--- src/rtl/div_cyc_pkg.sv ---
package div_cyc_pkg;
    typedef enum logic [1:0] {
        ST_IDLE,
        ST_CHECK,
        ST_ITER,
        ST_FINISH
    } dstate_t;

    // half-cycle accounting constants of the timing schedule
    localparam int U_OVF_HALF  = 5;
    localparam int U_BASE_HALF = 38;
    localparam int S_BASE_HALF = 6;
    localparam int S_ITER_HALF = 55;
    localparam int S_OVF_HALF  = 2;
    localparam int FETCH_ADJ   = 4;
endpackage

--- src/rtl/div_step.sv ---
module div_step #(
    parameter int W = 16
) (
    input  logic [W-1:0] rem_in,
    input  logic [W-1:0] q_in,
    input  logic [W-1:0] dsr,
    output logic [W-1:0] rem_out,
    output logic [W-1:0] q_out
);
    logic [W:0] trial;
    logic [W:0] diff;
    logic       ge;

    always_comb begin
        trial   = {rem_in, q_in[W-1]};
        diff    = trial - {1'b0, dsr};
        ge      = trial >= {1'b0, dsr};
        rem_out = ge ? diff[W-1:0] : trial[W-1:0];
        q_out   = {q_in[W-2:0], ge};
    end
endmodule

--- src/rtl/ucyc_step.sv ---
module ucyc_step #(
    parameter int W  = 16,
    parameter int HW = 8
) (
    input  logic [2*W-1:0] sh_in,
    input  logic [W-1:0]   dsr,
    input  logic [HW-1:0]  half_in,
    output logic [2*W-1:0] sh_out,
    output logic [HW-1:0]  half_out
);
    logic [2*W-1:0] hd;
    logic [2*W-1:0] shifted;

    always_comb begin
        hd       = {dsr, {W{1'b0}}};
        shifted  = {sh_in[2*W-2:0], 1'b0};
        sh_out   = shifted;
        half_out = half_in;
        if (sh_in[2*W-1]) begin
            sh_out = shifted - hd;
        end else if (shifted >= hd) begin
            sh_out   = shifted - hd;
            half_out = half_in + HW'(1);
        end else begin
            half_out = half_in + HW'(2);
        end
    end
endmodule

--- src/rtl/iter_div_cyc.sv ---
module iter_div_cyc
    import div_cyc_pkg::*;
#(
    parameter int DIV_W = 16,
    parameter int CYC_W = 8
) (
    input  logic               clk,
    input  logic               rst_n,
    input  logic               start,
    input  logic               signed_mode,
    input  logic [2*DIV_W-1:0] dividend,
    input  logic [DIV_W-1:0]   divisor,
    output logic               busy,
    output logic               done,
    output logic [DIV_W-1:0]   quotient,
    output logic [DIV_W-1:0]   remainder,
    output logic               overflow,
    output logic               div_zero,
    output logic [CYC_W-1:0]   cycles
);
    localparam int DVD_W = 2 * DIV_W;
    localparam int CW    = $clog2(DIV_W);
    localparam logic [CW-1:0] LAST_STEP = CW'(DIV_W - 1);

    dstate_t state, state_nx;

    logic [DVD_W-1:0] dvd_r, mag_dvd, sh_r, sh_nx;
    logic [DIV_W-1:0] dsr_r, mag_dsr, rem_r, q_r, rem_nx, q_nx;
    logic [DIV_W-1:0] fin_q, fin_r;
    logic [CYC_W-1:0] half_r, half_nx, zcnt, s_half, fin_half, fin_cyc, pre_cyc;
    logic [CW-1:0]    step_cnt;
    logic             mode_r, neg_dvd, neg_dsr, q_neg, is_zero, pre_ovf, s_ovf;

    assign neg_dvd = mode_r & dvd_r[DVD_W-1];
    assign neg_dsr = mode_r & dsr_r[DIV_W-1];
    assign mag_dvd = neg_dvd ? (~dvd_r + DVD_W'(1)) : dvd_r;
    assign mag_dsr = neg_dsr ? (~dsr_r + DIV_W'(1)) : dsr_r;
    assign is_zero = (dsr_r == '0);
    assign pre_ovf = (mag_dvd[DVD_W-1:DIV_W] >= mag_dsr);
    assign busy    = (state != ST_IDLE);

    div_step #(.W(DIV_W)) u_step (
        .rem_in (rem_r),
        .q_in   (q_r),
        .dsr    (mag_dsr),
        .rem_out(rem_nx),
        .q_out  (q_nx)
    );

    ucyc_step #(.W(DIV_W), .HW(CYC_W)) u_ucyc (
        .sh_in   (sh_r),
        .dsr     (mag_dsr),
        .half_in (half_r),
        .sh_out  (sh_nx),
        .half_out(half_nx)
    );

    // early-exit count and final result shaping
    always_comb begin
        zcnt = '0;
        for (int i = 1; i < DIV_W; i++) begin
            if (!q_r[i]) zcnt = zcnt + CYC_W'(1);
        end
        s_half = CYC_W'(S_BASE_HALF + S_ITER_HALF) + {{(CYC_W-1){1'b0}}, neg_dvd} + zcnt;
        if (!neg_dsr) begin
            s_half = neg_dvd ? (s_half + CYC_W'(1)) : (s_half - CYC_W'(1));
        end
        fin_half = mode_r ? s_half : half_r;
        fin_cyc  = {fin_half[CYC_W-2:0], 1'b0} - CYC_W'(FETCH_ADJ);
        pre_cyc  = mode_r
                 ? CYC_W'(2 * (S_BASE_HALF + S_OVF_HALF) - FETCH_ADJ) + {{(CYC_W-2){1'b0}}, neg_dvd, 1'b0}
                 : CYC_W'(2 * U_OVF_HALF - FETCH_ADJ);
        q_neg = neg_dvd ^ neg_dsr;
        s_ovf = mode_r & (q_neg ? (q_r > {1'b1, {(DIV_W-1){1'b0}}}) : q_r[DIV_W-1]);
        fin_q = q_neg ? (~q_r + DIV_W'(1)) : q_r;
        fin_r = neg_dvd ? (~rem_r + DIV_W'(1)) : rem_r;
    end

    always_comb begin
        state_nx = state;
        unique case (state)
            ST_IDLE:   if (start) state_nx = ST_CHECK;
            ST_CHECK:  state_nx = (is_zero || pre_ovf) ? ST_IDLE : ST_ITER;
            ST_ITER:   if (step_cnt == LAST_STEP) state_nx = ST_FINISH;
            ST_FINISH: state_nx = ST_IDLE;
            default:   state_nx = ST_IDLE;
        endcase
    end

    always_ff @(posedge clk) begin
        if (!rst_n) state <= ST_IDLE;
        else        state <= state_nx;
    end

    always_ff @(posedge clk) begin
        if (!rst_n) begin
            dvd_r <= '0; dsr_r <= '0; mode_r <= 1'b0;
            rem_r <= '0; q_r <= '0; sh_r <= '0; half_r <= '0; step_cnt <= '0;
            quotient <= '0; remainder <= '0; overflow <= 1'b0; div_zero <= 1'b0;
            cycles <= '0; done <= 1'b0;
        end else begin
            done <= 1'b0;
            unique case (state)
                ST_IDLE: if (start) begin
                    dvd_r  <= dividend;
                    dsr_r  <= divisor;
                    mode_r <= signed_mode;
                end
                ST_CHECK: begin
                    if (is_zero) begin
                        div_zero <= 1'b1; overflow <= 1'b0; cycles <= '0; done <= 1'b1;
                    end else if (pre_ovf) begin
                        div_zero <= 1'b0; overflow <= 1'b1; cycles <= pre_cyc; done <= 1'b1;
                    end else begin
                        rem_r    <= mag_dvd[DVD_W-1:DIV_W];
                        q_r      <= mag_dvd[DIV_W-1:0];
                        sh_r     <= mag_dvd;
                        half_r   <= CYC_W'(U_BASE_HALF);
                        step_cnt <= '0;
                    end
                end
                ST_ITER: begin
                    rem_r    <= rem_nx;
                    q_r      <= q_nx;
                    step_cnt <= step_cnt + CW'(1);
                    if (step_cnt != LAST_STEP) begin
                        sh_r   <= sh_nx;
                        half_r <= half_nx;
                    end
                end
                ST_FINISH: begin
                    div_zero <= 1'b0;
                    overflow <= s_ovf;
                    cycles   <= fin_cyc;
                    done     <= 1'b1;
                    if (!s_ovf) begin
                        quotient  <= fin_q;
                        remainder <= fin_r;
                    end
                end
                default: ;
            endcase
        end
    end


    done_idle_chk: assert property (@(posedge clk) disable iff (!rst_n)
        done |-> !busy);

    ops_hold_chk: assert property (@(posedge clk) disable iff (!rst_n)
        busy |=> ($stable(dvd_r) && $stable(dsr_r) && $stable(mode_r)));

    zero_div_chk: assert property (@(posedge clk) disable iff (!rst_n)
        (done && div_zero) |-> (cycles == '0 && !overflow));

    result_keep_chk: assert property (@(posedge clk) disable iff (!rst_n)
        (done && (overflow || div_zero)) |-> ($stable(quotient) && $stable(remainder)));

    ucyc_range_chk: assert property (@(posedge clk) disable iff (!rst_n)
        (done && !overflow && !div_zero && !mode_r) |->
        (cycles >= CYC_W'(72) && cycles <= CYC_W'(132) && !cycles[0]));

    scyc_range_chk: assert property (@(posedge clk) disable iff (!rst_n)
        (done && !div_zero && mode_r && state == ST_IDLE && $past(state) == ST_FINISH) |->
        (cycles >= CYC_W'(116) && cycles <= CYC_W'(152)));
endmodule

--- config.mk ---
export PLATFORM = sky130hd
export DESIGN_NAME = iter_div_cyc
export DESIGN_NICKNAME = d
export VERILOG_FILES = /design/src/rtl/div_cyc_pkg.sv /design/src/rtl/div_step.sv /design/src/rtl/ucyc_step.sv /design/src/rtl/iter_div_cyc.sv
export SDC_FILE = /design/constraint.sdc
export NUM_CORES = 1
export LEC_CHECK = 0
export BUFFER_PORTS_ARGS = -buffer_cell sky130_fd_sc_hd__buf_2
export CORE_ASPECT_RATIO = 1.1
export CORE_MARGIN = 5
export CORE_UTILIZATION = 67
export CTS_CLUSTER_DIAMETER = 60
export DETAILED_ROUTE_END_ITERATION = 8
export GPL_TIMING_DRIVEN = 0
export PLACE_DENSITY = 0.87
export SYNTH_ARGS = -nofsm -noshare
export SYNTH_HDL_FRONTEND = slang
export SYNTH_SLANG_ARGS = --single-unit
--- constraint.sdc ---
create_clock -name clk -period 16.3 [get_ports clk]
set_clock_uncertainty 0.05 [all_clocks]
set_input_delay 0 -clock clk [delete_from_list [all_inputs] [get_ports clk]]
set_output_delay 0 -clock clk [all_outputs]
set_load 0.005 [all_outputs]
* Yosys cells after proc, flatten, opt, wreduce, memory -nomap -nowiden *
Cells that the tools add are included.

cells by class
  add/sub/neg operators = 29
  magnitude comparators = 4
  equal/unequal tests = 12
  mux-type cells = 62
  bitwise operators = 9
  reduce and logical (&&, ||, !) cells = 13

operator list
  cell                   count
  $mux 32                6
  $mux 16                8
  $mux 7                 17
  $add 7x1->7 const B    14
  $pmux 16 s2            2
  $pmux 32 s2            1
  $mux 8                 7
  $add 16x1->16 const B  3
  $not 16->16            3
  $add 32x1->32 const B  1
  $ge 32x32->1           1
  $not 32->32            1
  $pmux 8 s2             2
  $sub 32x32->32         1
  $ge 17x16->1           1
  $ge 16x16->1           1
  $gt 16x16->1 const B   1
  $logic_not 16->1       1
  $sub 16x16->16         1
  $ne 2x2->1 const B     6
  $add 8x1->8 const B    1
  $add 8x2->8 const B    1
  $mux 1                 8
  $mux 4                 2
  other kinds (27)       39

storage, ports and cells
  register bits after elaboration = 170
  input port bits = 52
  output and inout port bits = 44
  word-level logic and storage cells = 144

* Logic depth before layout (Yosys ltp) *
Gate-level depths: netlist of run 1.

  word-level depth = 36
  mapped depth = 52
  mapped depth without buffers = 52

* By module *
A second synthesis of run 1 with hierarchy kept.

second synthesis, totals
  cells, all modules = 1863
  area, all modules = 14181.1 um2

modules (own cells, without submodules)
  module        times used  cells each  area an instance (um2)  sequential area each (um2)
  iter_div_cyc  1           1495        11438.5                 3383.2
  ucyc_step     1           196         1457.6                  0.0
  div_step      1           172         1285.0                  0.0

* Worst setup path after synthesis of run 1 *
No wires, ideal clock.

  path kind = flip-flop to flip-flop
  start point = register q_r[2]
  end point = register cycles[7]
  setup time = 0.128 ns
  arrival = 9.247 ns
  required time = 16.122 ns
  path slack = 6.876 ns
  cell stages (with the launch flop) = 53
  path buffers = 1
  clock period less this slack = 9.424 ns
  path through = dfxtp_1 -> inv_1 -> ha_1 -> buf_2 -> xnor2_1 -> ha_1 -> nor2_1 -> a21oi_1 -> xnor2_1 -> mux2_2 -> ha_1 -> o32a_1 -> nand2_1 -> xnor2_1 -> mux2i_1 -> ha_1 -> mux2i_1 -> o31ai_1 -> (+17 left out) -> a21oi_1 -> ha_1 -> nor2_1 -> or4b_1 -> nand2_1 -> xnor2_1 -> ha_1 -> inv_1 -> o21bai_1 -> a21oi_1 -> xnor2_1 -> nor2_1 -> and3b_1 -> a32oi_1 -> o211ai_1 -> xor2_1 -> a22oi_1 -> nor2_1

between the ends
  word-level cells in the longest chain between the ends = 34
  elaborated cells between the ends (all ways) = 35
  classes of those cells = 17 x add/sub; 18 x mux

ends and longest elaborated chain
  item                                        line                 source
  start, declared                             iter_div_cyc.sv:28   logic [DIV_W-1:0] dsr_r, mag_dsr, rem_r, q_r, rem_nx, q_nx;
  start signal, assigned                      iter_div_cyc.sv:116  q_r <= mag_dvd[DIV_W-1:0];
  start signal, assigned                      iter_div_cyc.sv:124  q_r <= q_nx;
  $mux 7 (*)                                  iter_div_cyc.sv:62   if (!q_r[i]) zcnt = zcnt + CYC_W'(1);
  $add 7x1->7                                 iter_div_cyc.sv:62
  $mux 7 (*)                                  iter_div_cyc.sv:62
  $add 7x1->7                                 iter_div_cyc.sv:62
  $mux 7 (*)                                  iter_div_cyc.sv:62
  $add 7x1->7                                 iter_div_cyc.sv:62
  $mux 7 (*)                                  iter_div_cyc.sv:62
  $add 7x1->7                                 iter_div_cyc.sv:62
  (+18 left out)                              --
  $mux 7 (*)                                  iter_div_cyc.sv:62
  $add 7x7->7 (*)                             iter_div_cyc.sv:64   s_half = CYC_W'(S_BASE_HALF + S_ITER_HALF) + {{(CYC_W-1){1'b0}}, neg_dvd} + zcnt;
  $sub 7x1->7 or $add 7x1->7 (tied branches)  iter_div_cyc.sv:66   s_half = neg_dvd ? (s_half + CYC_W'(1)) : (s_half - CYC_W'(1));
  $mux 7                                      iter_div_cyc.sv:66
  $mux 7 (*)                                  iter_div_cyc.sv:65   if (!neg_dsr) begin
  $mux 7 (*)                                  iter_div_cyc.sv:68   fin_half = mode_r ? s_half : half_r;
  $sub 8x3->8 (*)                             iter_div_cyc.sv:69   fin_cyc = {fin_half[CYC_W-2:0], 1'b0} - CYC_W'(FETCH_ADJ);
  $pmux 8 s2 (*)                              iter_div_cyc.sv:103  unique case (state)
  end signal, assigned                        iter_div_cyc.sv:134  cycles <= fin_cyc;
  end, declared                               iter_div_cyc.sv:19   output logic [CYC_W-1:0] cycles

Mark *: on every way between the ends. The rest lies on a longest branch, timed or not.
A chain may end at the register's enable or synchronous reset.

* Final worst setup path of run 1 *
Same ends and word-level chain as after synthesis.

==> metrics.md, run 1 <==
| Metric | Value |
|---|---|
| CP Capture Type | `flop` |
| Fin area | `between 0.01 and 0.015 mm²` |
| EDFF count, synth | `0` |
| CTS Buf Count | `17` |
| Period utilisation layout | `66.53%` |
| GR Util All Layers | `between 30% and 40%` |
| Placed cell areas | `0.01380 mm²` |
| Syn Area/Cell | `7.646 µm²` |
| Antenna-violating nets left | `0` |
| Post-synth cell types | `a little over 90` |
| Antenna Cells | `0` |
| CP startpoint kind | `flop` |
| Post-synthesis instance total | `1701` |
| Max Root-Sink Buffers | `2` |
| Share of cells above drive strength 1 | `between 10% and 20%` |
| Initial Util | `around 68%` |
| Vias | `about 13000` |
| Worst-path cell with the longest stage delay | `a21boi_0` |
| Final Util | `between 70% and 80%` |
| Req. time, crit path | `16.56 ns` |
| # Post-CTS Setup Buffers | `0` |
| Initial antenna violation count | `0` |
| Cell Rows | `53` |
| Post-cts sizing count | `0` |
| Port bufs | `94` |
| Worst Tran Pin Value | `about 1.0 ns` |
| Final TNS setup | `0 ns` |
| CTS tree | `built` |
| Max-cap violations | `0` |
| Gr ovfl total | `0` |
| Final setup violation count | `0` |
| Area share of the leading cell type in the synthesized netlist | `25.86%` |
| DRT Wirelength | `between 40000 and 50000 µm` |
| Area contributors post-synth | `dfxtp_1 (26%), ha_1 (8.1%), nand2_1 (7.9%), a21oi_1 (7.2%), xnor2_1 (6.1%)` |
| Final nets | `2004` |
| FMAX | `~90 MHz` |
| Minimum clock period | `roughly 11 ns` |
| Pin count of the biggest net entering global routing | `17` |
| Storage element area | `0.003363 mm²` |
| Critical path fanouts, max | `7` |
| Vias in the first global route | `about 13000` |
| Hold_buf cts | `50` |
| Most frequent cell on the critical path | `ha_1` |
| Drt drc | `0` |
| Worst skew pair latency | `between 0.4 and 0.5 ns` |
| Mapped cell area | `approximately 0.013 mm²` |
| Die Ht | `around 160 µm` |
| Clock H-tree levels | `4` |
| Top_reg_cell synth | `dfxtp_1` |
| Register bit total from synthesis | `168` |
| Synth Warn # | `0` |
| CTS root buffer | `clkbuf_16` |
| CORE AREA | `between 0.015 and 0.02 mm²` |
| First-iteration detailed-routing DRC count | `1030` |
| Worst slew margin | `29.69%` |
| Multi-input logic area | `around 0.009 mm²` |
| CTS clock-pin slew for the worst setup and hold paths | `0.07 ns` |
| Syn-to-layout area delta | `14.21%` |
| Final hold violation count | `0` |
| RSZ-0062 raised after global routing | `false` |
| Die ar. | `0.02230 mm²` |
| Mapped Nets | `1839` |
| GPL Wtd Cong | `between 1 and 1.5` |
| Setup CP Type | `reg2reg` |
| Max incr delay on CP | `between 0.5 and 0.6 ns` |
| Drt first pass iters | `6` |
| Fill cell count | `between 1000 and 1500` |
| Dominant cell type by area after synthesis | `dfxtp_1` |
| Status | `finished, final reports clean` |
| WL/cell | `between 15 and 20 µm` |
| Final Slew Violations | `0` |
| Die width | `142.8 µm` |
| DPL Wire Length | `a little over 30000 µm` |
| Vias/cell | `between 6 and 7` |
| CTS Sinks | `around 170` |
| CP arrival | `roughly 11 ns` |
| Sequential share of the synthesized area | `between 20% and 30%` |
| Hold Path Class | `in2reg` |
| First-pass GRT wire length | `roughly 65000 µm` |
| Io pins | `96` |
| Post-synthesis async set-or-reset flop share | `0%` |
cells in the mapped netlist, types with 10 or more instances:
cell / count
dfxtp_1: 168
a21o_1: 16
nor2_1: 152
nand2b_1: 14
xor2_1: 49
a211oi_1: 29
nand2_1: 273
nor3_1: 32
o21ai_0: 71
inv_1: 90
a32o_1: 14
a21oi_1: 187
xnor2_1: 91
and2_1: 11
mux2i_1: 34
a21boi_0: 10
ha_1: 84
a211o_1: 10
nand4_1: 13
nand3_1: 12
nor4_1: 15
o211ai_1: 18
or3_1: 13
nor2b_1: 20
o311ai_0: 12
o31ai_1: 12
and3_1: 19
clkbuf_1: 80
state kept, by name (all words and copies together), names as in the netlist, named ones only:
register and flops:
cycles 7, div_zero 1, done 1, dsr_r 16, dvd_r 32, half_r 7
mode_r 1, overflow 1, q_r 16, quotient 16, rem_r 16, remainder 16
sh_r 32, state 1, step_cnt 4
logic make-up after synthesis:
| kind of cell | share of synthesized area (%) |
|---|---|
| AOI/OAI and AO/OA | 21.78 |
| xor gates and xnor gates | 13.14 |
| adders and majority gates | 8.389 |
| buffers and inverters | 5.589 |
| DFF | 25.86 |
| muxes | 3.396 |
| other | 0.02883 |
| and+or+nand+nor | 21.82 |
metal layers:
| metal | track usage, % | wire length (µm) |
|---|---|---|
| met1 | 45.03 | 16200 |
| met2 | 60.99 | 19070 |
| met3 | 6.101 | 3197 |
| met4 | 19.65 | 2358 |
| met5 | 0 | 0 |
cell usage in the layout, fill, tap and decap left out, types with 6 or more instances in the layout:
master	Yosys	layout
nor2_1	152	152
a21boi_0	10	10
o211ai_1	18	18
a31oi_1	9	9
nor4_1	15	15
or2_2	6	6
xor2_1	49	49
a21o_1	16	16
ha_1	84	84
nand2_1	273	273
and2_1	11	11
o41ai_1	8	8
clkbuf_1	80	81
o31ai_1	12	12
o21ai_0	71	71
nor2b_1	20	20
buf_2	3	99
or3_1	13	13
a211o_1	10	10
nor3_1	32	32
mux2i_1	34	34
a32o_1	14	14
a211oi_1	29	29
nand3_1	12	12
nand4_1	13	13
nand2b_1	14	14
inv_1	90	90
a21oi_1	187	187
and3_1	19	19
clkbuf_16	0	17
o311ai_0	12	12
dlygate4sd3_1	0	50
buf_1	6	6
xnor2_1	91	91
dfxtp_1	168	168
final cells by class:
cell class              count  area share, %
inverters                  96          2.443
clock inverters            11         0.5896
flip-flops and latches    168          22.64
well taps                 247          2.081
plain buffers              92          2.451
multi-input cells        1345          60.02
repair buffers            146          6.604
clock buffers              21          3.167
worst max-delay path: cells and delay by family, from the launching register on:
kind            cells  cell delay [ns]
simple gates       10             1.96
xor+xnor            9             1.63
fa+ha+maj          10             2.88
mux                 4             0.77
compound gates     15             2.51
buf+inv             4             0.49
flops               1             0.44
final timing paths:
path,startpoint,to,slack (ns),depth (start not counted)
max reg2reg,q_r[2]$_SDFFE_PN0P_,cycles[7]$_SDFFE_PN0P_,5.46,52
max,q_r[2]$_SDFFE_PN0P_,cycles[7]$_SDFFE_PN0P_,5.46,52
min reg2reg,cycles[2]$_SDFFE_PN0P_,cycles[2]$_SDFFE_PN0P_,0.41,2
min,rst_n,sh_r[23]$_SDFFE_PN0P_,0.11,4
per-stage QoR:
| stage | setup slack [ns] | cells | hold WS [ns] |
|---|---|---|---|
| global route | 4.652 | 2126 | 0.1295 |
| CTS | 5.515 | 2126 | 0.09724 |
| global placement | 5.903 | 2042 | 0.1900 |
| finish | 5.456 | 2126 | 0.1056 |
| detailed placement | 5.582 | 2044 | 0.1951 |
| floorplan | 6.876 | 1701 | 0.08597 |
Power of run 1 is not shown: default switching activity piles up to over one toggle a cycle in this logic, so the estimate is an artifact.
==> run 2, diff against run 1 <==
--- a/config.mk
+++ b/config.mk
@@ -5,14 +5,15 @@
 export SDC_FILE = /design/constraint.sdc
 export NUM_CORES = 1
 export LEC_CHECK = 0
+export ABC_AREA = 1
 export BUFFER_PORTS_ARGS = -buffer_cell sky130_fd_sc_hd__buf_2
 export CORE_ASPECT_RATIO = 1.1
 export CORE_MARGIN = 5
-export CORE_UTILIZATION = 67
+export CORE_UTILIZATION = 56
 export CTS_CLUSTER_DIAMETER = 60
 export DETAILED_ROUTE_END_ITERATION = 8
 export GPL_TIMING_DRIVEN = 0
-export PLACE_DENSITY = 0.87
+export PLACE_DENSITY = 0.78
 export SYNTH_ARGS = -nofsm -noshare
 export SYNTH_HDL_FRONTEND = slang
 export SYNTH_SLANG_ARGS = --single-unit
==> constraint.sdc (replaced) <==
create_clock -name clk -period 9.46 [get_ports clk]
set_clock_uncertainty 0.05 [all_clocks]
set_input_delay 0 -clock clk [delete_from_list [all_inputs] [get_ports clk]]
set_output_delay 0 -clock clk [all_outputs]
set_load 0.005 [all_outputs]
==> metrics.md, run 2 <==
| Metric | Value |
|---|---|
| CP Capture Type | `flop` |
| Port bufs | `93` |
| Vias in the first global route | `around 13000` |
| Worst-path cell with the longest stage delay | `dfxtp_2` |
| Status | `finished, final reports clean` |
| Sequential share of the synthesized area | `about a quarter` |
| Cell Rows | `58` |
| Max Root-Sink Buffers | `2` |
| Synth Warn # | `0` |
| Vias | `around 14000` |
| Die ar. | `0.02589 mm²` |
| Drt drc | `0` |
| Register bit total from synthesis | `168` |
| Commonest non-fill, non-tap cell in the layout | `nand2_1` |
| DRT Wirelength | `40110 µm` |
| Antenna-violating nets left | `0` |
| Largest registers | `dvd_r (32), sh_r (32)` |
| Antenna Cells | `0` |
| Max incr delay on CP | `between 0.3 and 0.4 ns` |
| CTS clock-pin slew for the worst setup and hold paths | `0.07 ns` |
| Worst slew margin | `between 20% and 30%` |
| Share of cells above drive strength 1 | `roughly an eighth` |
| Final hold violation count | `0` |
| Clock H-tree levels | `4` |
| RSZ-0062 raised after global routing | `false` |
| Commonest cells after routing, fill and taps aside | `nand2_1 (278), o21ai_0 (237), inv_1 (200)` |
| Post-synthesis instance total | `about 1900` |
| DPL Wire Length | `31080 µm` |
| Initial antenna violation count | `0` |
| Area contributors post-synth | `dfxtp_1 (26%), o21ai_0 (9.5%), ha_1 (8.2%), nand2_1 (8.2%), a21oi_1 (6.7%)` |
| First-iteration detailed-routing DRC count | `between 1000 and 1500` |
| Mapped cell area | `about 0.013 mm²` |
| First-pass GRT wire length | `65010 µm` |
| Final nets | `roughly 2200` |
| EDFF count, synth | `0` |
| Worst skew pair latency | `around 0.44 ns` |
| Period utilisation layout | `between 90% and 100%` |
| Setup CP Type | `reg2reg` |
| Mapped Nets | `between 2000 and 2500` |
| Drt first pass iters | `5` |
| Hold Path Class | `in2reg` |
| CP arrival | `about 9 ns` |
| Max-cap violations | `0` |
| Minimum clock period | `a little under 9 ns` |
| WL/cell | `16.88 µm` |
| CTS Sinks | `~170` |
| Syn Area/Cell | `approximately 6.7 µm²` |
| Final Slew Violations | `0` |
| Die Ht | `168.3 µm` |
| Post-synth cell types | `53` |
| CTS tree | `built` |
| CTS root buffer | `clkbuf_16` |
| Final setup violation count | `0` |
| Met2 usage | `around 53%` |
| Final TNS setup | `0 ns` |
| CORE AREA | `~0.023 mm²` |
| Pin count of the biggest net entering global routing | `17` |
| Syn-to-layout area delta | `15.26%` |
| Req. time, crit path | `9.73 ns` |
| Met1 Track Usage GR | `37.60%` |
| Most frequent cell on the critical path | `nand2_1` |
| Top Usage Layer GRT | `met2` |
| Io pins | `96` |
| Die width | `roughly 150 µm` |
| Area share of the leading cell type in the synthesized netlist | `roughly a quarter` |
| Gr ovfl total | `0` |
| Vias/cell | `approximately 5.8` |
| CTS Buf Count | `17` |
| GR Util met3 | `under 10%` |
| Post-synthesis async set-or-reset flop share | `0%` |
| GR Util All Layers | `around 31%` |
| Top_reg_cell synth | `dfxtp_1` |
| CP startpoint kind | `flop` |
| Initial Util | `56.32%` |
| Synth cell count leaders | `nand2_1 (278), o21ai_0 (241), inv_1 (200)` |
| Critical path fanouts, max | `5` |
| Worst Tran Pin Value | `approximately 1.2 ns` |
| FMAX | `roughly 120 MHz` |
| Most common cell in the netlist | `nand2_1` |
| Dominant cell type by area after synthesis | `dfxtp_1` |
| Fill cell count | `between 2000 and 2500` |
| GPL Wtd Cong | `between 1 and 1.5` |
run 2: metrics by stage:
step	cells	util, %	instance area [µm²]	hold slack [ns]	setup slack (ns)
after floorplan	1901	-	12750	0.1167	1.377
after global placement	2294	60.03	13590	0.1988	0.5772
after detailed placement	2294	60.03	13590	0.2038	0.4362
after CTS	2376	64.77	14670	0.03634	0.3905
after global routing	2376	64.91	14700	0.09537	0.05222
final	2376	64.91	14700	0.05933	0.7900
run 2: path summary, 6_finish.rpt:
check / slack [ns] / from / to / cells after the start
worst max-delay path: 0.79 / q_r[1]$_SDFFE_PN0P_ / cycles[7]$_SDFFE_PN0P_ / 64
worst min-delay path: 0.06 / rst_n / rem_r[8]$_SDFFE_PN0P_ / 3
worst max register to register: 0.79 / q_r[1]$_SDFFE_PN0P_ / cycles[7]$_SDFFE_PN0P_ / 64
worst min register to register: 0.41 / div_zero$_SDFFE_PN0P_ / div_zero$_SDFFE_PN0P_ / 2
run 2: critical path, delay by kind of cell, from the launching register on:
| family | cells | cell delay, ns |
|---|---|---|
| buf+inv | 11 | 0.71 |
| flops | 1 | 0.38 |
| fa+ha+maj | 10 | 2.75 |
| simple gates | 35 | 3.32 |
| compound gates | 8 | 1.29 |
run 2: routing by layer:
layer	vias to the layer above	wire length [µm]
met5	-	0
met4	0	1540
met3	82	2828
met2	509	19200
met1	6360	16540
li1	6720	-
run 2: kinds of logic after synthesis:
kind of cell,share of synthesized area (%)
adder cells (fa/ha/maj),8.557
AND/OR/NAND/NOR,27.94
other,0.02941
buffers and inverters,9.155
AO/OA/AOI/OAI,21.97
flip-flops,26.38
XOR/XNOR,5.976
run 2: layout make-up:
type / count / area [µm²] / area share, %
Tap cell: 300 / 375.4 / 2.554
Clock buffer: 20 / 456.7 / 3.107
Clock inverter: 12 / 116.4 / 0.7918
Timing Repair Buffer: 143 / 965.9 / 6.572
Buffer: 80 / 337.8 / 2.299
Inverter: 219 / 829.5 / 5.644
Multi-Input combinational cell: 1434 / 8249 / 56.13
Sequential cell: 168 / 3366 / 22.90
run 2: timing repair:
item | in CTS | in global routing
resized for setup | 0 | 12
setup endpoints to repair | 0 | 5
hold endpoints to repair | 51 | 0
hold buffers | 50 | 0
buffers inserted | 0 | 0
Power of run 2 is left out for the same reason.
